[src/rtl/sg_pkg.sv]
// Shared types for the sector guard: request kinds and sector codes.
package sg_pkg;
    localparam int NUM_SECT = 5;

    typedef enum logic [1:0] {
        REQ_PROG   = 2'b00,
        REQ_SERASE = 2'b01,
        REQ_CERASE = 2'b10,
        REQ_LOCK   = 2'b11
    } req_kind_t;

    typedef enum logic [2:0] {
        SEC_BOOT  = 3'd0,
        SEC_PAR1  = 3'd1,
        SEC_PAR2  = 3'd2,
        SEC_MAIN1 = 3'd3,
        SEC_MAIN2 = 3'd4
    } sector_t;
endpackage

[src/rtl/sg_decode.sv]
// Address to sector decoder.
// Assumes: boot = 1/16 of the space, each parameter sector = 1/32,
// the large main sector = upper half of the normalized space.
// The top-boot layout is the bottom-boot layout mirrored, so the
// address is complemented before the same compare chain is applied.
module sg_decode
    import sg_pkg::*;
#(
    parameter int ADDR_W   = 18,
    parameter bit TOP_BOOT = 1'b0
) (
    input  logic [ADDR_W-1:0] addr_i,
    output sector_t           sec_o
);
    localparam int BOOT_SZ = 1 << (ADDR_W - 4);
    localparam int PAR_SZ  = 1 << (ADDR_W - 5);
    localparam int HALF    = 1 << (ADDR_W - 1);
    localparam logic [ADDR_W-1:0] LIM_BOOT = ADDR_W'(BOOT_SZ);
    localparam logic [ADDR_W-1:0] LIM_PAR1 = ADDR_W'(BOOT_SZ + PAR_SZ);
    localparam logic [ADDR_W-1:0] LIM_PAR2 = ADDR_W'(BOOT_SZ + 2 * PAR_SZ);
    localparam logic [ADDR_W-1:0] LIM_MAIN = ADDR_W'(HALF);

    logic [ADDR_W-1:0] norm;

    // Pick the layout variant: mirror the address for top boot.
    generate
        if (TOP_BOOT) begin : g_top
            assign norm = ~addr_i;
        end else begin : g_bottom
            assign norm = addr_i;
        end
    endgenerate

    // Compare the normalized address against the ascending limits.
    always_comb begin
        if (norm < LIM_BOOT)      sec_o = SEC_BOOT;
        else if (norm < LIM_PAR1) sec_o = SEC_PAR1;
        else if (norm < LIM_PAR2) sec_o = SEC_PAR2;
        else if (norm < LIM_MAIN) sec_o = SEC_MAIN1;
        else                      sec_o = SEC_MAIN2;
    end
endmodule

[src/rtl/sg_lock.sv]
// Sticky boot-lock bit.
// Assumes: set_i is a single-cycle command strobe; only reset clears.
module sg_lock (
    input  logic clk,
    input  logic rst_n,
    input  logic set_i,
    output logic lock_o
);
    // Hold the lock once set; clear only on reset.
    always_ff @(posedge clk) begin
        if (!rst_n)     lock_o <= 1'b0;
        else if (set_i) lock_o <= 1'b1;
    end

    a_r8_lock_sticky: assert property (@(posedge clk) disable iff (!rst_n)
        lock_o |=> lock_o);
    a_r8_lock_only_by_cmd: assert property (@(posedge clk) disable iff (!rst_n)
        $rose(lock_o) |-> $past(set_i));
endmodule

[src/rtl/sg_policy.sv]
// Decision logic: grant or refuse a request and build the erase mask.
// Assumes: sec_i is the decoded sector of the request address and
// lock_i the current lock state; purely combinational.
module sg_policy
    import sg_pkg::*;
(
    input  logic                valid_i,
    input  req_kind_t           kind_i,
    input  sector_t             sec_i,
    input  logic                lock_i,
    input  logic                override_i,
    output logic                grant_d,
    output logic                reject_d,
    output logic [NUM_SECT-1:0] mask_d,
    output logic                set_lock_o
);
    logic                lock_eff;
    logic                hits_boot;
    logic [NUM_SECT-1:0] sect_onehot;
    logic [NUM_SECT-1:0] chip_mask;

    assign lock_eff  = lock_i & ~override_i;
    assign hits_boot = (sec_i == SEC_BOOT);

    // One mask bit per sector; the boot bit of a chip erase follows the lock.
    generate
        for (genvar g = 0; g < NUM_SECT; g++) begin : g_sect
            assign sect_onehot[g] = (sec_i == sector_t'(g));
            if (g == 0) begin : g_boot
                assign chip_mask[g] = ~lock_eff;
            end else begin : g_other
                assign chip_mask[g] = 1'b1;
            end
        end
    endgenerate

    // Decide the outcome of the request present this cycle.
    always_comb begin
        grant_d    = 1'b0;
        reject_d   = 1'b0;
        mask_d     = '0;
        set_lock_o = 1'b0;
        if (valid_i) begin
            case (kind_i)
                REQ_PROG: begin
                    if (lock_eff && hits_boot) reject_d = 1'b1;
                    else                       grant_d  = 1'b1;
                end
                REQ_SERASE: begin
                    if (lock_eff && hits_boot) begin
                        reject_d = 1'b1;
                    end else begin
                        grant_d = 1'b1;
                        mask_d  = sect_onehot;
                    end
                end
                REQ_CERASE: begin
                    grant_d = 1'b1;
                    mask_d  = chip_mask;
                end
                default: begin
                    grant_d    = 1'b1;
                    set_lock_o = 1'b1;
                end
            endcase
        end
    end
endmodule

[src/rtl/sector_guard.sv]
// Sector map and boot protection guard (top).
// Samples one request per clock, answers with one-cycle grant or reject
// pulses and an erase mask on the following cycle, keeps the lock bit
// and serves the lock-status identification read.
// Assumes: synchronous active-low reset; ADDR_W >= 6.
module sector_guard
    import sg_pkg::*;
#(
    parameter int ADDR_W   = 18,
    parameter int DATA_W   = 8,
    parameter bit TOP_BOOT = 1'b0
) (
    input  logic                clk,
    input  logic                rst_n,
    input  logic                req_valid_i,
    input  logic [1:0]          req_kind_i,
    input  logic [ADDR_W-1:0]   req_addr_i,
    input  logic                override_i,
    input  logic [ADDR_W-1:0]   id_addr_i,
    output logic                grant_o,
    output logic                reject_o,
    output logic [NUM_SECT-1:0] erase_mask_o,
    output logic [2:0]          sector_o,
    output logic                lock_o,
    output logic [DATA_W-1:0]   id_rdata_o
);
    localparam int BOOT_BASE = TOP_BOOT ? ((1 << ADDR_W) - (1 << (ADDR_W - 4))) : 0;
    localparam logic [ADDR_W-1:0] ID_LOCK_ADDR = ADDR_W'(BOOT_BASE + 2);

    sector_t             sec;
    logic                grant_d;
    logic                reject_d;
    logic [NUM_SECT-1:0] mask_d;
    logic                set_lock;
    logic                lock_q;

    sg_decode #(.ADDR_W(ADDR_W), .TOP_BOOT(TOP_BOOT)) u_decode (
        .addr_i (req_addr_i),
        .sec_o  (sec)
    );

    sg_lock u_lock (
        .clk    (clk),
        .rst_n  (rst_n),
        .set_i  (set_lock),
        .lock_o (lock_q)
    );

    sg_policy u_policy (
        .valid_i    (req_valid_i),
        .kind_i     (req_kind_t'(req_kind_i)),
        .sec_i      (sec),
        .lock_i     (lock_q),
        .override_i (override_i),
        .grant_d    (grant_d),
        .reject_d   (reject_d),
        .mask_d     (mask_d),
        .set_lock_o (set_lock)
    );

    // Register the decision so each response is a one-cycle pulse.
    always_ff @(posedge clk) begin
        if (!rst_n) begin
            grant_o      <= 1'b0;
            reject_o     <= 1'b0;
            erase_mask_o <= '0;
            sector_o     <= '0;
        end else begin
            grant_o      <= grant_d;
            reject_o     <= reject_d;
            erase_mask_o <= mask_d;
            sector_o     <= sec;
        end
    end

    // Lock status and the identification read of the boot base plus 2.
    assign lock_o     = lock_q;
    assign id_rdata_o = (id_addr_i == ID_LOCK_ADDR) ? {{(DATA_W-1){1'b0}}, lock_q} : '0;

    a_r10_exclusive: assert property (@(posedge clk) disable iff (!rst_n)
        !(grant_o && reject_o));
    a_r10_idle_quiet: assert property (@(posedge clk) disable iff (!rst_n)
        !req_valid_i |=> (!grant_o && !reject_o));
    a_r3_reject_boot_locked: assert property (@(posedge clk) disable iff (!rst_n)
        reject_o |-> (sector_o == 3'(SEC_BOOT) && lock_q && erase_mask_o == '0));
    a_r5_mask_needs_grant: assert property (@(posedge clk) disable iff (!rst_n)
        (erase_mask_o != '0) |-> grant_o);
    a_r6_boot_kept_locked: assert property (@(posedge clk) disable iff (!rst_n)
        (grant_o && erase_mask_o[0]) |-> (!$past(lock_q) || $past(override_i)));
endmodule

[config.mk]
export PLATFORM = sky130hd
export DESIGN_NAME = sector_guard
export DESIGN_NICKNAME = d
export VERILOG_FILES = /design/src/rtl/sg_pkg.sv /design/src/rtl/sg_decode.sv /design/src/rtl/sg_lock.sv /design/src/rtl/sg_policy.sv /design/src/rtl/sector_guard.sv
export SDC_FILE = /design/constraint.sdc
export NUM_CORES = 1
export LEC_CHECK = 0
export ABC_CLOCK_PERIOD_IN_PS = 1800
export BUFFER_PORTS_ARGS = -buffer_cell sky130_fd_sc_hd__buf_2
export CAP_MARGIN = 5
export CORE_MARGIN = 3
export CORE_UTILIZATION = 37
export CTS_BUF_LIST = sky130_fd_sc_hd__clkbuf_8
export DETAILED_ROUTE_END_ITERATION = 6
export PLACE_DENSITY = 0.87
export SLEW_MARGIN = 20
export SYNTH_ARGS = -nofsm -noshare
export SYNTH_HDL_FRONTEND = slang
export SYNTH_SLANG_ARGS = --single-unit
[constraint.sdc]
create_clock -name clk -period 1.8 [get_ports clk]
set_input_delay 0.36 -clock clk [delete_from_list [all_inputs] [get_ports clk]]
set_output_delay 0.36 -clock clk [all_outputs]
set_load 0.1 [all_outputs]
==> results list <==
- 0 antenna diodes ended up in the layout.
- Detailed placement finished with a half-perimeter wire length of roughly 1.1 mm.
- Mapped cell area: 543 sq um
- Cell depth of the worst hold path: 2
* Share of final-layout standard cells stronger than drive strength 1: a little under half
* Core occupancy in the finished layout: between 60 and 70%
* Most numerous cell types in the synthesized netlist: sky130_fd_sc_hd__dfxtp_1, sky130_fd_sc_hd__a21oi_1, sky130_fd_sc_hd__buf_4
- Total Routing Usage GR: 16.2%
* Width of the die: approximately 44 um
- After clock tree synthesis, the clock-pin slew on the worst setup and hold paths is ~0.05 ns.
- Finished layout cell area: about 830 sq um
- Count of hold-fix buffers inserted at cts: 0
- A synthesized cell averages between 8 and 9 sq um.
* Yosys warnings: 0
- Area delta synth->final: 52.1%
- Post-layout nets: roughly 150
* Top-area cell type share of the netlist area: roughly 41%
* Critical Path Source: u_lock.lock_o
- H-tree Lvls: 1
- Setup repair after global routing missed its margin: true
* Ports: 61
- Max Clock Skew: approximately 0.0065 ns
* Worst hold-check path type: in -> reg
* Post-DP Area: 766 sq um
- Total die area: about 2000 sq um
* Largest buffer count on any clock path: 2
* Via count of the first global-routing pass: 535
* Layout Cells excl Fill: 120
- Number of buffers created by CTS: 3
- The first global-routing pass estimated 2.27 mm of wire.
* CP max stage delay: roughly 0.35 ns
- Placed cell count: approximately 120
- Slowest stage cell on the critical path: sky130_fd_sc_hd__dfxtp_4
- For hold timing, the worst endpoint is reject_o.
* Maximum vdd ir drop: around 0.38 mV
* Max-capacitance violation count: 0
- The worst setup path is captured at a primary output.
- Async SR Flop Fraction: 0%
- Post-route minimum period: 1.73 ns
- Dividing the detail-routed via count by the number of cells gives roughly 4.7.
- Dividing the detail-routed wire length by the instance count gives between 10 and 15 um.
- Clock latency of the later-clocked register in the worst-skew pair: 0.24 ns
* Power per cell area: approximately 860 nW/um^2
* Fin. max-slew vios: 0
- Worst path arrival time: 1.37 ns
* Met2 routing resource usage after global routing: a little over a quarter
- Number of cells traversed by the worst register-to-register path: 3
* Busiest grt layer: met2
- The total area inside the core boundary comes to 1330 sq um.
* P_leak: 0.429 nW
* Critical path startpoint category: flip-flop
* DRT iter0 DRCs: 29
- Hold is met by around 0.35 ns.
* Number of instances in the synthesized netlist: 62
- The startpoint identified for the worst hold timing path is req_kind_i[1].
- The detail route stage leaves a number of antenna-violating nets equal to 0.
- Final hold violation count: 0
- The setup path with the least slack is of type reg -> out.
- Root buffer selected by CTS: sky130_fd_sc_hd__clkbuf_8
* GR Layer Usage met3: 4.07%
- Most common cell in the netlist: sky130_fd_sc_hd__dfxtp_1
- IO buf count: 40
- Traced cell by cell, the critical path runs through nor4bb_4, nand4_1, nor4_4, buf_12.
- GPL Wtd Cong: approximately 0.76
- After synthesis, flip-flops and latches occupy roughly two fifths of the total area.
* Flop and latch count out of synthesis: 11
- In this run the critical register-to-register path is launched from u_lock.lock_o.
- Row generation in the floorplan step produced 13 rows.
- Across all layers, the routed design uses between 500 and 600 vias.
- Initial antenna violation count: 0
- Worst R2R Setup Slack: roughly 0.74 ns
* CP Data Required Time: 1.44 ns
- Routed Wire Length: between 1 and 1.5 mm
- The synthesized design contains 0 enable-type register cells.
* Portion of the clock cycle consumed by the worst path in the final layout: between 90% and 100%
- Number of sinks handled by clock tree synthesis: 11
* Cells taking the most area after synthesis: sky130_fd_sc_hd__dfxtp_1, sky130_fd_sc_hd__buf_4, sky130_fd_sc_hd__ha_1, sky130_fd_sc_hd__a21oi_1, sky130_fd_sc_hd__nor4_1
- In the global route stage, met1 resource usage came out at 18.1%.
- In this run the critical register-to-register path is captured at grant_o.
- In the synthesized netlist the dominant register cell turns out to be sky130_fd_sc_hd__dfxtp_1.
* Setup Viol. Count Final: 0
* Drt drc: 0
- Largest net degree at the start of global routing: 7
- Based on the critical path, the design can be clocked at up to around 580 MHz.
* First-pass iteration count of the detailed router: 4
- The number of different library cells used by synthesis comes to 20.
- Global routing finished with a remaining overflow of 0.
- Once the clock tree was built, the setup fixing pass inserted 0 buffers.
* Result of the run: finished, final reports clean
- Die boundary height: around 44 um
- Largest fanout of any net on the critical path: 4
- CTS tree: done
* Dominant cell type by area after synthesis: sky130_fd_sc_hd__dfxtp_1
- Once the floorplan was initialized, standard cells occupied between 40 and 50% of the core.
[sequential cells by signal (all words and copies together), names as in the netlist]
register	cells
reject_o	1
u_lock.lock_o	1
grant_o	1
erase_mask_o	5
sector_o	3
[worst max-delay path by stage]
stage | cells past startpoint | slack [ns] | endpoint
detailed placement | 5 | 0.01 | id_rdata_o[0]
global route | 4 | -0.02 | id_rdata_o[0]
floorplan | 3 | -0.54 | id_rdata_o[0]
CTS | 4 | 0.01 | id_rdata_o[0]
global placement | 5 | 0.007 | id_rdata_o[0]
finish | 4 | 0.07 | id_rdata_o[0]
[per-layer routing]
layer / vias up / share of wire (%)
li1: 283 / -
met4: 0 / 3.1
met3: 5 / 9.9
met2: 42 / 50
met1: 236 / 37
met5: - / 0
[cell usage in the layout (no fill, tap or decap), drive strengths merged]
cell type | Yosys | layout
and2 | 1 | 1
clkbuf | 0 | 3
dfxtp | 11 | 11
nand3 | 3 | 3
a21oi | 7 | 7
nand2b | 1 | 1
nand2 | 3 | 3
nor2b | 2 | 2
nor4b | 1 | 1
nor3 | 2 | 2
nor2 | 5 | 5
a31oi | 1 | 1
nor4bb | 1 | 1
nand4 | 1 | 1
or3b | 1 | 1
ha | 4 | 4
buf | 7 | 40
nor4 | 4 | 4
o21ba | 1 | 1
inv | 5 | 6
conb | 1 | 7
[repair_timing]
item	CTS	global route
cloned	0	0
pin swaps	2	0
resized for setup	1	1
setup endpoints to repair	1	1
[area by class of cell]
class | instances | area, sq um
Multi-Input combinational cell | 45 | 304
Timing Repair Buffer | 40 | 215
Clock buffer | 3 | 41.3
Sequential cell | 11 | 224
Clock inverter | 1 | 3.75
Fill cell | 107 | 508
Inverter | 5 | 18.8
Tap cell | 15 | 18.8
[report_power, final]
group	internal, W	switching, W	leakage (nW)
clock	0.000150	0.0000917	0.0269
sequential	0.000252	0.00000242	0.0907
combinational	0.0000440	0.000168	0.312
[worst max-delay path: cells and delay by family (launching register included)]
family | cells | cell delay, ns
DFF | 1 | 0.35
and+or+nand+nor | 3 | 0.57
buffers and inverters | 1 | 0.21
[cells by family (layout without fill, tap and decap cells)]
family          Yosys count  in the layout  synth area share, %
simple gates             25             25                 27.0
fa+ha+maj                 4              4                 9.22
buf+inv                  12             49                 13.1
other cells               1              7                0.691
compound gates            9              9                 9.45
flops                    11             11                 40.6
[per-stage QoR]
| step | total power (W) | worst slack (ns) | setup TNS [ns] |
|---|---|---|---|
| after CTS | 0.000708 | 0.0131 | 0 |
| final | 0.000708 | 0.0650 | 0 |
| after global routing | 0.000736 | -0.0160 | -0.0160 |
| after global placement | 0.000463 | 0.00667 | 0 |
| after detailed placement | 0.000465 | 0.0141 | 0 |
| after floorplan | 0.000425 | -0.541 | -0.541 |
(Power assumes the default switching activity.)
